<file path="src/rtl/msi_cap_pkg.sv">
package msi_cap_pkg;
    localparam int OFS_W  = 12;
    localparam int DATA_W = 32;

    localparam logic [OFS_W-1:0] OFS_CAP_LO = 12'h820;
    localparam logic [OFS_W-1:0] OFS_CAP_HI = 12'h824;
    localparam logic [OFS_W-1:0] OFS_ENABLE = 12'h828;
    localparam logic [OFS_W-1:0] OFS_MASK   = 12'h82C;
    localparam logic [OFS_W-1:0] OFS_STATUS = 12'h830;

    typedef enum logic {
        IRQ_QUIET,
        IRQ_RAISED
    } irq_state_e;
endpackage

</file>
<file path="src/rtl/msi_cap_regs.sv">
module msi_cap_regs
    import msi_cap_pkg::*;
#(
    parameter int NUM_VEC = 32
) (
    input  logic                clk,
    input  logic                rst_n,
    input  logic                reg_wr,
    input  logic [OFS_W-1:0]    reg_addr,
    input  logic [DATA_W-1:0]   reg_wdata,
    output logic [DATA_W-1:0]   reg_rdata,
    input  logic [NUM_VEC-1:0]  set_vec,
    output logic [2*DATA_W-1:0] cap_addr,
    output logic [NUM_VEC-1:0]  enable_q,
    output logic [NUM_VEC-1:0]  mask_q,
    output logic [NUM_VEC-1:0]  status_q,
    output logic [NUM_VEC-1:0]  status_d,
    output logic                sts_wr
);
    logic [DATA_W-1:0] lo_q, hi_q;

    assign sts_wr   = reg_wr && (reg_addr == OFS_STATUS);
    assign cap_addr = {hi_q, lo_q};

    always_comb begin
        status_d = status_q;
        if (sts_wr) begin
            status_d = status_q ^ reg_wdata[NUM_VEC-1:0];
        end
        status_d = status_d | set_vec;
    end

    always_ff @(posedge clk) begin
        if (!rst_n) begin
            lo_q     <= '0;
            hi_q     <= '0;
            enable_q <= '0;
            mask_q   <= '0;
            status_q <= '0;
        end else begin
            status_q <= status_d;
            if (reg_wr) begin
                case (reg_addr)
                    OFS_CAP_LO: lo_q     <= reg_wdata;
                    OFS_CAP_HI: hi_q     <= reg_wdata;
                    OFS_ENABLE: enable_q <= reg_wdata[NUM_VEC-1:0];
                    OFS_MASK:   mask_q   <= reg_wdata[NUM_VEC-1:0];
                    default:    ;
                endcase
            end
        end
    end

    always_comb begin
        reg_rdata = '0;
        case (reg_addr)
            OFS_CAP_LO: reg_rdata = lo_q;
            OFS_CAP_HI: reg_rdata = hi_q;
            OFS_ENABLE: reg_rdata[NUM_VEC-1:0] = enable_q;
            OFS_MASK:   reg_rdata[NUM_VEC-1:0] = mask_q;
            OFS_STATUS: reg_rdata[NUM_VEC-1:0] = status_q;
            default:    reg_rdata = '0;
        endcase
    end
endmodule

</file>
<file path="src/rtl/msi_cap_decode.sv">
module msi_cap_decode
    import msi_cap_pkg::*;
#(
    parameter int NUM_VEC   = 32,
    parameter int WORD_SIZE = 4
) (
    input  logic                in_valid,
    input  logic [2*DATA_W-1:0] in_addr,
    input  logic [DATA_W-1:0]   in_data,
    input  logic [2:0]          in_bytes,
    input  logic [2*DATA_W-1:0] cap_addr,
    input  logic [NUM_VEC-1:0]  enable_q,
    output logic                hit,
    output logic [NUM_VEC-1:0]  set_vec
);
    logic window_open;

    assign window_open = |enable_q;
    assign hit = in_valid && (in_bytes == 3'(WORD_SIZE)) && window_open &&
                 (in_addr == cap_addr) && (in_data < DATA_W'(NUM_VEC));

    for (genvar v = 0; v < NUM_VEC; v++) begin : g_vec
        assign set_vec[v] = hit && enable_q[v] && (in_data == DATA_W'(v));
    end
endmodule

</file>
<file path="src/rtl/msi_cap_irq_fsm.sv">
module msi_cap_irq_fsm
    import msi_cap_pkg::*;
#(
    parameter int NUM_VEC = 32
) (
    input  logic               clk,
    input  logic               rst_n,
    input  logic               hit,
    input  logic               sts_wr,
    input  logic [NUM_VEC-1:0] status_d,
    input  logic [NUM_VEC-1:0] mask_q,
    output logic               irq
);
    irq_state_e state_q, state_d;

    always_ff @(posedge clk) begin
        if (!rst_n) begin
            state_q <= IRQ_QUIET;
        end else begin
            state_q <= state_d;
        end
    end

    always_comb begin
        state_d = state_q;
        unique case (state_q)
            IRQ_QUIET: begin
                if (hit && ((status_d & ~mask_q) != '0)) begin
                    state_d = IRQ_RAISED;
                end
            end
            IRQ_RAISED: begin
                if (sts_wr && (status_d == '0)) begin
                    state_d = IRQ_QUIET;
                end
            end
        endcase
    end

    always_comb begin
        irq = (state_q == IRQ_RAISED);
    end
endmodule

</file>
<file path="src/rtl/msi_cap_ctrl.sv">
module msi_cap_ctrl
    import msi_cap_pkg::*;
#(
    parameter int NUM_VEC = 32
) (
    input  logic                clk,
    input  logic                rst_n,
    input  logic                reg_wr,
    input  logic [OFS_W-1:0]    reg_addr,
    input  logic [DATA_W-1:0]   reg_wdata,
    output logic [DATA_W-1:0]   reg_rdata,
    input  logic                in_valid,
    input  logic [2*DATA_W-1:0] in_addr,
    input  logic [DATA_W-1:0]   in_data,
    input  logic [2:0]          in_bytes,
    output logic                irq_o
);
    logic [2*DATA_W-1:0] cap_addr;
    logic [NUM_VEC-1:0]  enable_q, mask_q, status_q, status_d, set_vec;
    logic                sts_wr, cap_hit;

    msi_cap_regs #(.NUM_VEC(NUM_VEC)) u_regs (
        .clk(clk), .rst_n(rst_n), .reg_wr(reg_wr), .reg_addr(reg_addr),
        .reg_wdata(reg_wdata), .reg_rdata(reg_rdata), .set_vec(set_vec),
        .cap_addr(cap_addr), .enable_q(enable_q), .mask_q(mask_q),
        .status_q(status_q), .status_d(status_d), .sts_wr(sts_wr)
    );

    msi_cap_decode #(.NUM_VEC(NUM_VEC)) u_decode (
        .in_valid(in_valid), .in_addr(in_addr), .in_data(in_data),
        .in_bytes(in_bytes), .cap_addr(cap_addr), .enable_q(enable_q),
        .hit(cap_hit), .set_vec(set_vec)
    );

    msi_cap_irq_fsm #(.NUM_VEC(NUM_VEC)) u_fsm (
        .clk(clk), .rst_n(rst_n), .hit(cap_hit), .sts_wr(sts_wr),
        .status_d(status_d), .mask_q(mask_q), .irq(irq_o)
    );
endmodule

</file>
<file path="config.mk">
export PLATFORM = sky130hd
export DESIGN_NAME = msi_cap_ctrl
export DESIGN_NICKNAME = d
export VERILOG_FILES = /design/src/rtl/msi_cap_pkg.sv /design/src/rtl/msi_cap_regs.sv /design/src/rtl/msi_cap_decode.sv /design/src/rtl/msi_cap_irq_fsm.sv /design/src/rtl/msi_cap_ctrl.sv
export SDC_FILE = /design/constraint.sdc
export NUM_CORES = 1
export LEC_CHECK = 0
export BUFFER_PORTS_ARGS = -buffer_cell sky130_fd_sc_hd__buf_2
export CORE_UTILIZATION = 30
export DETAILED_ROUTE_END_ITERATION = 10
export PLACE_DENSITY = 0.52
export SYNTH_ARGS = -nofsm -noshare
export SYNTH_HDL_FRONTEND = slang
export SYNTH_SLANG_ARGS = --single-unit
export TNS_END_PERCENT = 100
</file>
<file path="constraint.sdc">
create_clock -name clk -period 3 [get_ports clk]
set_input_delay 0.3 -clock clk [delete_from_list [all_inputs] [get_ports clk]]
set_output_delay 0.3 -clock clk [all_outputs]
set_load 0.01 [all_outputs]
</file>
; Word-level counts from Yosys, hierarchy flattened
; Index checks and enable logic that the tools add are counted.
; Widths: inputs -> output; s select.
[word_totals]
regBits = 161
in_bits = 147
out_inout_bits = 33
[op_classes]
n_bitwise = 5
n_reduce_logical = 79
order_cmp = 1
n_eq_ne = 38
n_mux = 5
[op_table]
columns = op, count
row1 = $eq 32x5->1 const B, 16
row2 = $eq 32x4->1 const B, 8
row3 = $pmux 32 s5, 1
row4 = $eq 32x3->1 const B, 4
row5 = $logic_and 1x1->1, 71
row6 = $eq 32x2->1 const B, 2
row7 = $eq 64x64->1, 1
row8 = $logic_not 32->1, 2
row9 = $eq 12x12->1 const B, 5
row10 = $and 32x32->32, 1
row11 = $eq 32x1->1 const B, 1
row12 = $lt 32x6->1 const B, 1
row13 = $mux 32, 1
row14 = $not 32->32, 1
row15 = $or 32x32->32, 1
row16 = $reduce_bool 32->1, 1
row17 = $reduce_or 32->1, 1
row18 = $xor 32x32->32, 1
row19 = $reduce_and 2->1, 4
row20 = $eq 3x3->1 const B, 1
row21 = $mux 1, 2
row22 = $pmux 1 s2, 1
row23 = $not 1->1, 1

; Depth between registers and ports, before layout
[logic_depth]
word_depth = 13
depth_mapped = 11
depth_no_buf = 8

; Hierarchy
; A second synthesis with hierarchy kept.
[unflattened]
cells_unflattened = 1238
hier_area_um2 = 10611.4
[by_module_without_submodules]
columns = module, n_inst, cells_each, seq_area_each_um2, area_per_inst_um2
row1 = msi_cap_regs, 1, 976, 3203.1, 8755.9
row2 = msi_cap_decode, 1, 199, 0.0, 1485.2
row3 = msi_cap_irq_fsm, 1, 63, 20.0, 370.4

; Worst setup path before layout
; OpenSTA, ideal clock, no wires.
[synth_path]
kind = in2reg
start = in reg_addr[7]
end = reg u_fsm.state_q (netlist: u_fsm.irq)
path_buffers = 1
path_slack_ns = 0.280
arrival_time_ns = 2.605
path_stages = 9
cell_sequence = or4_4 > buf_6 > nor4_1 > xor2_1 > a22o_1 > or4_1 > a221oi_1 > o2111ai_1 > o21a_1
[synth_via]
elab_chain_len = 9
elab_cells_between_ends = 12
classes_between = 1 x eq/ne / 4 x mux / 2 x bitwise / 5 x reduce/logical
[synth_rtl]
columns = element, line_no
row1 = start: declaration, msi_cap_ctrl.sv:9  ; input logic [OFS_W-1:0] reg_addr,
row2 = $eq 12x12->1 *, msi_cap_regs.sv:22  ; assign sts_wr = reg_wr && (reg_addr == OFS_STATUS);
row3 = $logic_and 1x1->1 *, msi_cap_regs.sv:22
row4 = $mux 32, msi_cap_regs.sv:27  ; if (sts_wr) begin
row5 = $or 32x32->32, msi_cap_regs.sv:30  ; status_d = status_d | set_vec;
row6 = $and 32x32->32, msi_cap_irq_fsm.sv:28  ; if (hit && ((status_d & ~mask_q) != '0)) begin
row7 = $reduce_bool 32->1, msi_cap_irq_fsm.sv:28
row8 = $logic_and 1x1->1, msi_cap_irq_fsm.sv:28
row9 = $mux 1, msi_cap_irq_fsm.sv:28
row10 = $pmux 1 s2 *, msi_cap_irq_fsm.sv:26  ; unique case (state_q)
row11 = end signal: assignment, msi_cap_irq_fsm.sv:20  ; state_q <= state_d;
row12 = end: declaration, msi_cap_irq_fsm.sv:14  ; irq_state_e state_q, state_d;
; Mark *: on every way between the ends. The rest lies on a longest branch, timed or not.
; A chain may end at the register's enable or synchronous reset.

; Final worst setup path
[layout_path]
start = in reg_addr[7]
end = out reg_rdata[24]
[layout_via]
elab_chain_len = 2
elab_cells_between_ends = 6
classes_between = 5 x eq/ne / 1 x mux
[layout_rtl]
columns = element, line_no
row1 = $eq 12x12->1, msi_cap_regs.sv:56  ; case (reg_addr)
row2 = $pmux 32 s5 *, msi_cap_regs.sv:56
row3 = end: declaration, msi_cap_ctrl.sv:11  ; output logic [DATA_W-1:0] reg_rdata,
; Marks and branches as above.

==> run metrics <==
DR WL/cell 26.19 um; placed cell count 1,879; total power draw 4771 uW; worst clock skew 0.01468 ns; vias in the first global route 10,135; asr flop ratio synth 0%; Initial DRC Count 1,013; Clock Latency Late Sink 0.45 ns; Distinct cells, synth 63; Worst-Margin Slew 1.087 ns; Synth top area share 32.23%; PD cells 384.8 nW/um^2; Pins Over Slew Limit 0; synth warn 0; initial antenna violation count 1; DR vias/cell 5.643; max_cap viols 0; max_slew headroom 27.40%; root buf cell clkbuf_16; Die ar. 34,070 um^2; Detailed Route WL 50,040 um; Final Wtd Congestion 1.030; Total GRT Usage 29.67%; cell area after synthesis 10000 um^2; Nets 1,603; number of port buffers 179; crit end category output pin; Post-Syn Nets 1,412; total number of vias 10,783; Final Cycle Share 97.30%; top post-synthesis cells by count nand2_1 (294), dfxtp_1 (161), a21boi_0 (92), xor2_1 (85), clkbuf_1 (78); Boundary Pins 180; CTS tree done; RSZ-0062 raised after global routing false; Max Clk Rate 342.6 MHz; Critical Path Fanout Max 26; Period minus WS final 2.919 ns; Overflow after GRT 0; # clock sinks 161; register bit total from synthesis 161; main area contributors after synthesis dfxtp_1 (32%), nand2_1 (11%), xor2_1 (7.4%), a21boi_0 (6.9%), a21boi_1 (4.0%); Post-CTS Hold Buffers 0; global-route wire length before repair 71,970 um; number of flops mapped to enable cells by yosys 0; Inserted Clock Buffers 17; Post-CTS Setup Inserts 0; Fin. Hold Viols 0; Yosys top cell by area dfxtp_1; CTS clk-pin slew, worst paths 0.07 ns; clk buf depth 2; DP Wirelength 38,990 um; maximum number of pins on one net before global-route repair 81; Avg Cell Area, Syn 7.905 um^2; antenna cells 0; register area share after synthesis 32.23%; Pre-Repair DR Iteration Count 5; cell count after synthesis 1,265; Initial Util 30.58%; # rows 66; critical path launch point type primary input; Die Width 184.6 um; CP Class in -> out; post-cts resize count 0; status finished, final reports clean; leakage power total 0.004610 uW; # setup viols final 0; Die H 184.6 um; share of layout cells above drive strength 1 24.44%; H-tree Lvls 4; Critical Path RT 2.70 ns; Max VDD drop 0.0003945 V; HP Class in -> reg; Post-synth top flop dfxtp_1; Core ar. 32,700 um^2; Worst Path Arrival 2.62 ns; Area growth syn-to-layout 23.99%; Non-Filler Instances 1,911; most numerous cell in the Yosys netlist nand2_1; post-route ant nets 0; DRC 0
-- registers in the layout, summed over array words and instances, names as in the netlist --
name	flops
u_fsm.irq	1
u_regs.enable_q	32
u_regs.hi_q	32
u_regs.lo_q	32
u_regs.mask_q	32
u_regs.status_q	32
-- metrics by stage --
stage | utilization (%) | hold slack, ns | cell area [um^2] | setup slack [ns] | setup TNS (ns)
2_1_floorplan | - | 0.4348 | 10000 | 0.2802 | 0
3_3_place_gp | 36.19 | 0.4702 | 11840 | -0.0008771 | -0.0008771
3_5_place_dp | 36.19 | 0.4800 | 11840 | -0.02447 | -0.02447
4_1_cts | 37.89 | 0.1601 | 12390 | 0.1031 | 0
5_1_grt | 37.91 | 0.1687 | 12400 | 0.0006255 | 0
6_report | 37.91 | 0.1656 | 12400 | 0.08106 | 0
-- layout by cell type (no fill, tap or decap), types with 4 or more instances in the layout --
master / netlist / layout
nand4_1: 22 / 22
o21ai_0: 16 / 16
dfxtp_1: 161 / 161
clkbuf_16: 0 / 17
mux2_2: 34 / 34
xnor2_1: 25 / 25
nor2b_1: 6 / 6
nand3b_1: 17 / 17
xor2_1: 85 / 85
nor3b_1: 4 / 4
and3_1: 4 / 4
nand2_1: 294 / 294
inv_1: 7 / 7
buf_2: 20 / 178
a221o_1: 33 / 33
nor3_1: 6 / 6
nor4_1: 61 / 60
and2_1: 14 / 14
a21boi_0: 92 / 92
buf_12: 0 / 7
nand4b_1: 6 / 6
o21a_1: 4 / 4
o2111ai_1: 4 / 4
inv_6: 0 / 4
clkinv_4: 0 / 5
nor2_1: 63 / 60
or4_1: 5 / 5
o32ai_1: 4 / 4
a31oi_1: 14 / 13
o22ai_1: 13 / 13
nand3_1: 26 / 26
a22oi_1: 32 / 32
buf_4: 0 / 87
a21boi_1: 53 / 53
nand2b_1: 4 / 4
nor4bb_1: 6 / 6
o221ai_1: 5 / 5
-- path summary, 6_finish.rpt --
| path | start | endpoint | slack (ns) | cells past startpoint |
|---|---|---|---|---|
| hold / removal | reg_wdata[3] | u_regs.lo_q[3]$_SDFFE_PN0P_ | 0.17 | 3 |
| setup / recovery | reg_addr[7] | reg_rdata[24] | 0.08 | 8 |
| setup reg to reg | u_regs.lo_q[29]$_SDFFE_PN0P_ | u_regs.status_q[19]$_SDFF_PN0_ | 0.17 | 10 |
| hold reg to reg | u_regs.lo_q[28]$_SDFFE_PN0P_ | u_regs.lo_q[28]$_SDFFE_PN0P_ | 0.49 | 2 |
-- layer usage --
| layer | vias up | wire, um | global-route usage (%) |
|---|---|---|---|
| li1 | 4922 | - | - |
| met1 | 5329 | 22810 | 40.28 |
| met2 | 457 | 22380 | 46.48 |
| met3 | 73 | 3248 | 5.374 |
| met4 | 2 | 1587 | 10.97 |
| met5 | - | 15 | 0 |
-- worst max-delay path, stage by stage --
cell and delay [ns]:
buf_2 0.10, or4_4 0.64, buf_4 0.19, or4_1 0.47, nor3_4 0.30, buf_12 0.23, a221o_1 0.22, buf_2 0.16
-- layout make-up --
class / instances / area (um^2)
Fill cell: 3497 / 20300
Multi-Input combinational cell: 997 / 6355
Sequential cell: 161 / 3223
Timing Repair Buffer: 272 / 1684
Tap cell: 442 / 553.0
Clock buffer: 19 / 452.9
Clock inverter: 13 / 103.9
Inverter: 7 / 26.28
-- kinds of logic after synthesis --
family | synth area share, %
AOI/OAI and AO/OA | 22.16
xor gates and xnor gates | 9.635
buffers and inverters | 4.417
DFF | 32.23
muxes | 3.929
and+or+nand+nor | 27.63
-- power breakdown --
group          total [uW]  switching (uW)  internal (uW)
Clock                2170            1050           1120
Sequential           2140           0.326           2140
Combinational         468             299            170
Note: power is estimated with default switching activity, not from simulation.
